===== src/rtl/rdr_irq_pkg.sv =====
package rdr_irq_pkg;

    localparam int NFLAG  = 6;
    localparam int F_TMR  = 0;
    localparam int F_TX   = 1;
    localparam int F_RX   = 2;
    localparam int F_IDLE = 3;
    localparam int F_HI   = 4;
    localparam int F_LO   = 5;

    typedef enum logic [1:0] {
        TXS_IDLE = 2'd0,
        TXS_DATA = 2'd1,
        TXS_EOF  = 2'd2,
        TXS_MISC = 2'd3
    } tx_state_e;

    typedef enum logic [1:0] {
        ADR_FLAG = 2'd0,
        ADR_EN   = 2'd1,
        ADR_POL  = 2'd2,
        ADR_NONE = 2'd3
    } reg_addr_e;

endpackage


===== src/rtl/rdr_irq_events.sv =====
module rdr_irq_events
    import rdr_irq_pkg::*;
#(
    parameter int CNT_W      = 8,
    parameter int CMD_W      = 6,
    parameter int FIFO_DEPTH = 64,
    parameter int LVL_W      = 7,
    parameter logic [CMD_W-1:0] IDLE_CMD = '0
) (
    input  logic             clk,
    input  logic             rst_n,
    input  logic [CNT_W-1:0] tmr_count,
    input  logic             tmr_reload_en,
    input  logic [CNT_W-1:0] tmr_preload,
    input  logic [1:0]       tx_state,
    input  logic             crc_ready,
    input  logic             ee_ready,
    input  logic             rx_end,
    input  logic [CMD_W-1:0] cmd_code,
    input  logic [LVL_W-1:0] fifo_level,
    input  logic [LVL_W-1:0] water_level,
    output logic [NFLAG-1:0] ev_o
);

    typedef struct packed {
        logic             primed;
        logic [CNT_W-1:0] tmr;
        logic [1:0]       tx;
        logic             crc;
        logic             ee;
        logic             rx;
        logic [CMD_W-1:0] cmd;
        logic             hi;
        logic             lo;
    } hist_t;

    hist_t            st_d, st_q;
    logic             hi_now, lo_now;
    logic [CNT_W-1:0] tmr_target;
    logic [NFLAG-1:0] ev;

    always_comb begin
        hi_now     = int'(fifo_level) >= (FIFO_DEPTH - int'(water_level));
        lo_now     = int'(fifo_level) <= int'(water_level);
        tmr_target = tmr_reload_en ? tmr_preload : '0;

        ev         = '0;
        ev[F_TMR]  = (st_q.tmr == CNT_W'(1)) && (tmr_count == tmr_target);
        ev[F_TX]   = ((st_q.tx == TXS_DATA) && (tx_state == TXS_EOF))
                   || (crc_ready && !st_q.crc)
                   || (ee_ready && !st_q.ee);
        ev[F_RX]   = rx_end && !st_q.rx;
        ev[F_IDLE] = (st_q.cmd != IDLE_CMD) && (cmd_code == IDLE_CMD);
        ev[F_HI]   = hi_now && !st_q.hi;
        ev[F_LO]   = lo_now && !st_q.lo;
        if (!st_q.primed) begin
            ev = '0;
        end

        st_d        = st_q;
        st_d.primed = 1'b1;
        st_d.tmr    = tmr_count;
        st_d.tx     = tx_state;
        st_d.crc    = crc_ready;
        st_d.ee     = ee_ready;
        st_d.rx     = rx_end;
        st_d.cmd    = cmd_code;
        st_d.hi     = hi_now;
        st_d.lo     = lo_now;
    end

    always_ff @(posedge clk) begin
        if (!rst_n) begin
            st_q <= '0;
        end else begin
            st_q <= st_d;
        end
    end

    assign ev_o = ev;

    // a timer event always follows a sampled count of one
    a_r2_timer_from_one: assert property (@(posedge clk) disable iff (!rst_n)
        ev_o[F_TMR] |-> ($past(tmr_count) == CNT_W'(1)));

    // idle event only on the step from a busy code to the idle code
    a_r7_idle_from_busy: assert property (@(posedge clk) disable iff (!rst_n)
        ev_o[F_IDLE] |-> (($past(cmd_code) != IDLE_CMD) && (cmd_code == IDLE_CMD)));

    // receive event needs a low-to-high step of rx_end
    a_r6_rx_edge: assert property (@(posedge clk) disable iff (!rst_n)
        ev_o[F_RX] |-> (rx_end && !$past(rx_end)));

endmodule


===== src/rtl/rdr_irq_regs.sv =====
module rdr_irq_regs
    import rdr_irq_pkg::*;
(
    input  logic             clk,
    input  logic             rst_n,
    input  logic [NFLAG-1:0] ev,
    input  logic             we,
    input  logic [1:0]       addr,
    input  logic [7:0]       wdata,
    output logic [7:0]       rdata,
    output logic             summary_o,
    output logic             pin_o
);

    typedef struct packed {
        logic [NFLAG-1:0] flags;
        logic [NFLAG-1:0] en;
        logic             pol;
        logic             pin;
    } irq_regs_t;

    irq_regs_t        st_d, st_q;
    reg_addr_e        sel;
    logic [NFLAG-1:0] clr;
    logic             summary;
    logic             unused_wdata_hi;

    assign unused_wdata_hi = ^wdata[7:NFLAG];

    always_comb begin
        sel     = reg_addr_e'(addr);
        summary = |(st_q.flags & st_q.en);
        clr     = (we && sel == ADR_FLAG) ? wdata[NFLAG-1:0] : '0;

        st_d       = st_q;
        st_d.flags = (st_q.flags & ~clr) | ev;
        if (we && sel == ADR_EN) begin
            st_d.en = wdata[NFLAG-1:0];
        end
        if (we && sel == ADR_POL) begin
            st_d.pol = wdata[0];
        end
        st_d.pin = st_q.pol ? summary : ~summary;

        case (sel)
            ADR_FLAG: rdata = {summary, {(7-NFLAG){1'b0}}, st_q.flags};
            ADR_EN:   rdata = {{(8-NFLAG){1'b0}}, st_q.en};
            ADR_POL:  rdata = {7'd0, st_q.pol};
            default:  rdata = 8'd0;
        endcase
    end

    always_ff @(posedge clk) begin
        if (!rst_n) begin
            st_q       <= '0;
            st_q.pin   <= 1'b1;
        end else begin
            st_q <= st_d;
        end
    end

    assign summary_o = summary;
    assign pin_o     = st_q.pin;

    // a set flag survives unless its bit was written with a one
    a_r9_flag_sticky: assert property (@(posedge clk) disable iff (!rst_n)
        1'b1 |=> ((($past(st_q.flags) & ~$past(clr)) & ~st_q.flags) == '0));

    // an event leaves its flag set, even against a clear
    a_r9_set_wins: assert property (@(posedge clk) disable iff (!rst_n)
        (ev != '0) |=> ((st_q.flags & $past(ev)) == $past(ev)));

    // no flag rises without an event
    a_r9_no_spurious: assert property (@(posedge clk) disable iff (!rst_n)
        1'b1 |=> ((st_q.flags & ~$past(st_q.flags) & ~$past(ev)) == '0));

    // pin tracks the previous summary through the polarity
    a_r11_pin_follows: assert property (@(posedge clk) disable iff (!rst_n)
        1'b1 |=> (pin_o == ($past(st_q.pol) ? $past(summary) : !$past(summary))));

endmodule


===== src/rtl/rdr_irq_ctrl.sv =====
module rdr_irq_ctrl
    import rdr_irq_pkg::*;
#(
    parameter int CNT_W      = 8,
    parameter int CMD_W      = 6,
    parameter int FIFO_DEPTH = 64,
    localparam int LVL_W     = $clog2(FIFO_DEPTH + 1)
) (
    input  logic             clk,
    input  logic             rst_n,
    input  logic [CNT_W-1:0] tmr_count,
    input  logic             tmr_reload_en,
    input  logic [CNT_W-1:0] tmr_preload,
    input  logic [1:0]       tx_state,
    input  logic             crc_ready,
    input  logic             ee_ready,
    input  logic             rx_end,
    input  logic [CMD_W-1:0] cmd_code,
    input  logic [LVL_W-1:0] fifo_level,
    input  logic [LVL_W-1:0] water_level,
    input  logic             reg_we,
    input  logic [1:0]       reg_addr,
    input  logic [7:0]       reg_wdata,
    output logic [7:0]       reg_rdata,
    output logic             irq_summary,
    output logic             irq_pin
);

    logic [NFLAG-1:0] ev;

    rdr_irq_events #(
        .CNT_W      (CNT_W),
        .CMD_W      (CMD_W),
        .FIFO_DEPTH (FIFO_DEPTH),
        .LVL_W      (LVL_W),
        .IDLE_CMD   ('0)
    ) u_events (
        .clk           (clk),
        .rst_n         (rst_n),
        .tmr_count     (tmr_count),
        .tmr_reload_en (tmr_reload_en),
        .tmr_preload   (tmr_preload),
        .tx_state      (tx_state),
        .crc_ready     (crc_ready),
        .ee_ready      (ee_ready),
        .rx_end        (rx_end),
        .cmd_code      (cmd_code),
        .fifo_level    (fifo_level),
        .water_level   (water_level),
        .ev_o          (ev)
    );

    rdr_irq_regs u_regs (
        .clk       (clk),
        .rst_n     (rst_n),
        .ev        (ev),
        .we        (reg_we),
        .addr      (reg_addr),
        .wdata     (reg_wdata),
        .rdata     (reg_rdata),
        .summary_o (irq_summary),
        .pin_o     (irq_pin)
    );

    // summary agrees with the readable status bit
    a_r10_summary_visible: assert property (@(posedge clk) disable iff (!rst_n)
        (reg_addr == 2'd0) |-> (reg_rdata[7] == irq_summary));

endmodule


===== config.mk =====
export PLATFORM = sky130hd
export DESIGN_NAME = rdr_irq_ctrl
export DESIGN_NICKNAME = d
export VERILOG_FILES = /design/src/rtl/rdr_irq_pkg.sv /design/src/rtl/rdr_irq_events.sv /design/src/rtl/rdr_irq_regs.sv /design/src/rtl/rdr_irq_ctrl.sv
export SDC_FILE = /design/constraint.sdc
export NUM_CORES = 1
export LEC_CHECK = 0
export BUFFER_PORTS_ARGS = -buffer_cell sky130_fd_sc_hd__clkbuf_2
export CORE_MARGIN = 5
export CORE_UTILIZATION = 25
export DETAILED_ROUTE_END_ITERATION = 12
export PLACE_DENSITY = 0.45
export SLEW_MARGIN = 20
export SYNTH_ARGS = -nofsm -noshare
export SYNTH_HDL_FRONTEND = slang
export SYNTH_SLANG_ARGS = --single-unit

===== constraint.sdc =====
create_clock -name clk -period 2 [get_ports clk]
set_input_delay 0.5 -clock clk [delete_from_list [all_inputs] [get_ports clk]]
set_output_delay 0.5 -clock clk [all_outputs]
set_load 0.01 [all_outputs]

Word level (Yosys, flattened, before mapping)
Cells that the tools add are included.
Storage, ports and cells
  bits in writable memories: 0
  output and inout port bits: 10
  memories kept: 0
  ROM bits: 0
  bits in registers: 36
  input bits: 55
  latch bits: 0
Operators by class
  multiplexer cells: 6
  equality and inequality tests: 6
  reductions and logical operators: 22
  multiply operators: 0
  $lt $le $gt $ge: 2
  add/subtract/negate cells: 1
  divide/modulo/power cells: 0
  shift-type cells: 0
  bitwise operators: 5
Operators with widths (count)
  $ge 8x32->1: 1
  $pmux 8 s3: 1
  $mux 22: 1
  $and 6x6->6: 2
  $mux 6: 2
  $logic_and 1x1->1: 11
  $eq 8x1->1 const B: 1
  $eq 8x8->1: 1
  $mux 8: 1
  $sub 7x7->8 const A: 1
  $le 7x7->1: 1
  $logic_not 6->1: 1
  $not 6->6: 1
  $or 6x6->6: 1
  $reduce_bool 6->1: 1
  $reduce_or 6->1: 1
  $logic_not 1->1: 5
  $eq 2x1->1 const B: 2
  $eq 2x2->1 const B: 2
  $logic_not 2->1: 1
  $logic_or 1x1->1: 2
  $mux 1: 1
  $not 1->1: 1

Logic depth before layout (Yosys ltp)
  word-level depth: 6
  depth in mapped cells: 9
  gate-level depth less buffers: 9

Cells and area by module
A second synthesis with hierarchy kept.
Unflattened totals
  cell total of the unflattened synthesis: 217
  area, all modules: 1983.2 um^2
By module, submodules not included
  rdr_irq_events: sequential area each 440.4 um^2, area an instance 1271.2 um^2, cells each 147, times used 1
  rdr_irq_regs: sequential area each 280.3 um^2, area an instance 711.9 um^2, cells each 70, times used 1

Worst setup path before layout
OpenSTA, ideal clock, no wires.
  kind: input to register
  start: in water_level[3]
  end: reg u_regs.st_q[12] (netlist bit)
  library setup time: 0.119 ns
  setup slack: -0.119 ns
  stages on the path: 8
  arrival: 2.000 ns
  data required time: 1.881 ns
  buffers on the path: 0
  path through: or3_4 > nor3_4 > xnor2_1 > ha_1 > a21o_1 > a21oi_1 > nand3b_1 > o221a_1
On the way
  longest elaborated chain between the ends: 5
Ends and longest elaborated chain
  start, declared: line rdr_irq_ctrl.sv:20  | input logic [LVL_W-1:0] water_level,
  $sub 7x7->8: line rdr_irq_events.sv:43  | hi_now = int'(fifo_level) >= (FIFO_DEPTH - int'(water_level));
  $ge 8x32->1: line rdr_irq_events.sv:43
  $logic_and 1x1->1: line rdr_irq_events.sv:54  | ev[F_HI] = hi_now && !st_q.hi;
  $mux 6: line rdr_irq_events.sv:56  | if (!st_q.primed) begin
  $or 6x6->6: line rdr_irq_regs.sv:36  | st_d.flags = (st_q.flags & ~clr) | ev;
  end signal, assigned: line rdr_irq_regs.sv:58  | st_q <= st_d;
  end, declared: line rdr_irq_regs.sv:22  | irq_regs_t st_d, st_q;
No other way between the ends.
A chain may end at the register's enable or synchronous reset.

Worst setup path in the final report
Ends and elaborated chain as after synthesis.

==> key figures <==
Placement
  • Port bufs: 61
  • Placed inst area: 0.00238 mm2
  • Post-Place Cells: 383
  • Gpl congestion: 0.722
  • Dpl ws: -0.277 ns
  • Final HPWL DP: 3860 um

Clocking
  • CTS buffer count: 5
  • CTS tree: done
  • Clock Path Buffers: 2
  • Clk root buf: clkbuf_8
  • CTS clk-pin slew, worst paths: 0.08 ns
  • H-Tree Depth: 2
  • Num Clock Sinks: 36
  • Clk_lat worst skew: 0.29 ns

Timing
  • Hold Slack: 0.424 ns
  • Max Fclk: 511 MHz
  • Setup TNS: 0 ns
  • Slew Limit Fails: 0
  • Fin crit period: 1.96 ns
  • Final worst path period share: 0.979
  • Setup violations, final: 0
  • Final setup margin: 0.0426 ns
  • Clock skew: 0.00738 ns
  • RSZ-0062 raised after global routing: yes
  • Final Hold Vio Count: 0

Route
  • DRC: 0
  • Routed wire length: 4630 um
  • Drt first pass iters: 4
  • WL/cell: 11.8 um
  • Routed via count: 1686
  • DR vias/cell: 4.30
  • Post-route ant nets: 0
  • DR iter-0 viols: 34

Layout
  • Final core occ: 0.330
  • Final #Nets: 358
  • Non-filler cells in the finished layout: 392
  • Area occupied by multi-input gates: 0.00111 mm2
  • FF+latch area: 721 um2
  • Commonest cells after routing, fill and taps aside: clkbuf_2, dfxtp_1, nor2_1
  • Most common cell after layout, fill and taps aside: clkbuf_2
  • Layout cells sized above 1: 0.286
  • # fillers: 831
  • Area Overhead vs Synth: 31.0%
  • Ant diodes: 0
  • Final instance area: 0.00251 mm2

Global routing
  • Grt total ovfl: 0
  • Total track usage: 0.100
  • First-pass GRT wire length: 7850 um
  • Vias in the first global route: 1756
  • Pin count of the biggest net entering global routing: 15
  • Initial antenna violation count: 0

Yosys
  • Synth Area per Inst: 8.79 um2
  • Yosys cell types: 44
  • Synthesized instance count: 218
  • Post-synth ARST share: 0
  • Number of synthesized flops with an enable pin: 0
  • Register area share after synthesis: 0.376
  • Syn Std Cell Area: 0.00192 mm2
  • Top_reg_cell synth: dfxtp_1
  • Mapped Nets: 287
  • Synth warn: 0
  • Synth Register Bits: 36

Worst setup path
  • Crit end category: register
  • Flop-to-flop setup slack: 0.78 ns
  • Worst EP required: 2.18 ns
  • Worst setup SP type: primary input
  • WP data arrival: 2.14 ns
  • Crit-path max FO: 2
  • WS Path Type: primary input to register

Floorplanning
  • # rows: 32
  • Core Region: 0.00761 mm2
  • I/O pin count: 65
  • Die area: 0.00951 mm2
  • Die Ht: 97.5 um
  • DIE WIDTH: 97.5 um
  • Initial Util: 0.252

Power
  • Pwr Density: 673 mW/mm2
  • Leak: 1.20 nW
  • Int Pwr: 1.27 mW
  • Worst VDD drop: 258 uV
  • Sw frac: 0.249
  • Psw: 0.421 mW
  • Total power: 1.69 mW
  • Sequential power share: 0.458
  • Clock Power Share: 0.373
  • Comb pwr share: 0.169

Run
  • Max-cap violations: 0

Worst hold path
  • Worst hold-check path type: primary input to register

Outcome
  • Status: finished, final reports clean
[registers in the layout (all words and copies together), names as in the netlist]
register and count:
u_regs.st_q 13, u_regs.pin_o 1, u_events.st_q 22
[repair_timing]
item | CTS | global route
hold buffers | 0 | 0
setup buffers | 0 | 1
gates resized for setup | 0 | 1
endpoints found under the setup margin | 0 | 2
[critical path, stage by stage]
cell      delay [ns]
buf_6           0.09
or3_4           0.39
nor3_4          0.16
xnor2_1         0.14
ha_1            0.25
a21o_1          0.19
a21oi_2         0.13
nand3b_1        0.09
o221a_1         0.20
[kinds of logic after synthesis]
group / after synthesis / share of synthesized area
AOI/OAI and AO/OA: 37 / 0.131
xor gates and xnor gates: 9 / 0.0412
adders and majority gates: 14 / 0.0914
buffers and inverters: 22 / 0.0477
DFF: 36 / 0.376
muxes: 12 / 0.0627
other: 1 / 0.00196
and+or+nand+nor: 87 / 0.248
[cell usage after synthesis, types with 3 or more instances]
cell type	number	share of area
a21o_1	3	0.012
nor3_1	3	0.0078
inv_1	15	0.029
xnor2_1	6	0.027
and2_1	17	0.056
nand3_1	8	0.021
nand3b_1	3	0.012
a21oi_1	10	0.026
nand2_1	18	0.035
xor2_1	3	0.014
nor2_1	20	0.039
mux2i_1	12	0.063
ha_1	14	0.091
clkbuf_1	4	0.0078
o21ai_0	3	0.0078
dfxtp_1	36	0.38
nor2b_1	3	0.0098
a22oi_1	4	0.016
[power groups by stage]
stage / sequential [mW] / clock (mW) / combinational [mW]
after detailed placement: 0.790 / 0 / 0.290
after floorplan: 0.785 / 0 / 0.169
final: 0.773 / 0.630 / 0.286
after CTS: 0.774 / 0.654 / 0.291
after global routing: 0.778 / 0.688 / 0.329
after global placement: 0.790 / 0 / 0.288
[per-layer routing]
layer | share of wire | up-vias | GRT usage
met5 | 0 | - | 0
met4 | 0.011 | 0 | 0.0351
met2 | 0.46 | 37 | 0.167
met1 | 0.48 | 749 | 0.124
met3 | 0.048 | 4 | 0.0266
li1 | - | 896 | -
[layout make-up]
class / count / share of cell area
clock buffers: 5 / 0.0274
clock inverters: 3 / 0.0169
inverters: 15 / 0.0224
multi-input cells: 160 / 0.441
flip-flops and latches: 36 / 0.287
well taps: 102 / 0.0508
repair buffers: 71 / 0.154
[worst paths after layout]
check | depth (start not counted) | to | from
setup / recovery | 9 | u_regs.st_q[12] | water_level[3]
setup reg to reg | 4 | u_regs.st_q[8] | u_events.st_q[21]
hold reg to reg | 2 | u_regs.st_q[9] | u_regs.st_q[9]
hold / removal | 2 | u_events.st_q[5] | cmd_code[3]
No activity file was read; power rests on OpenSTA's default activity.
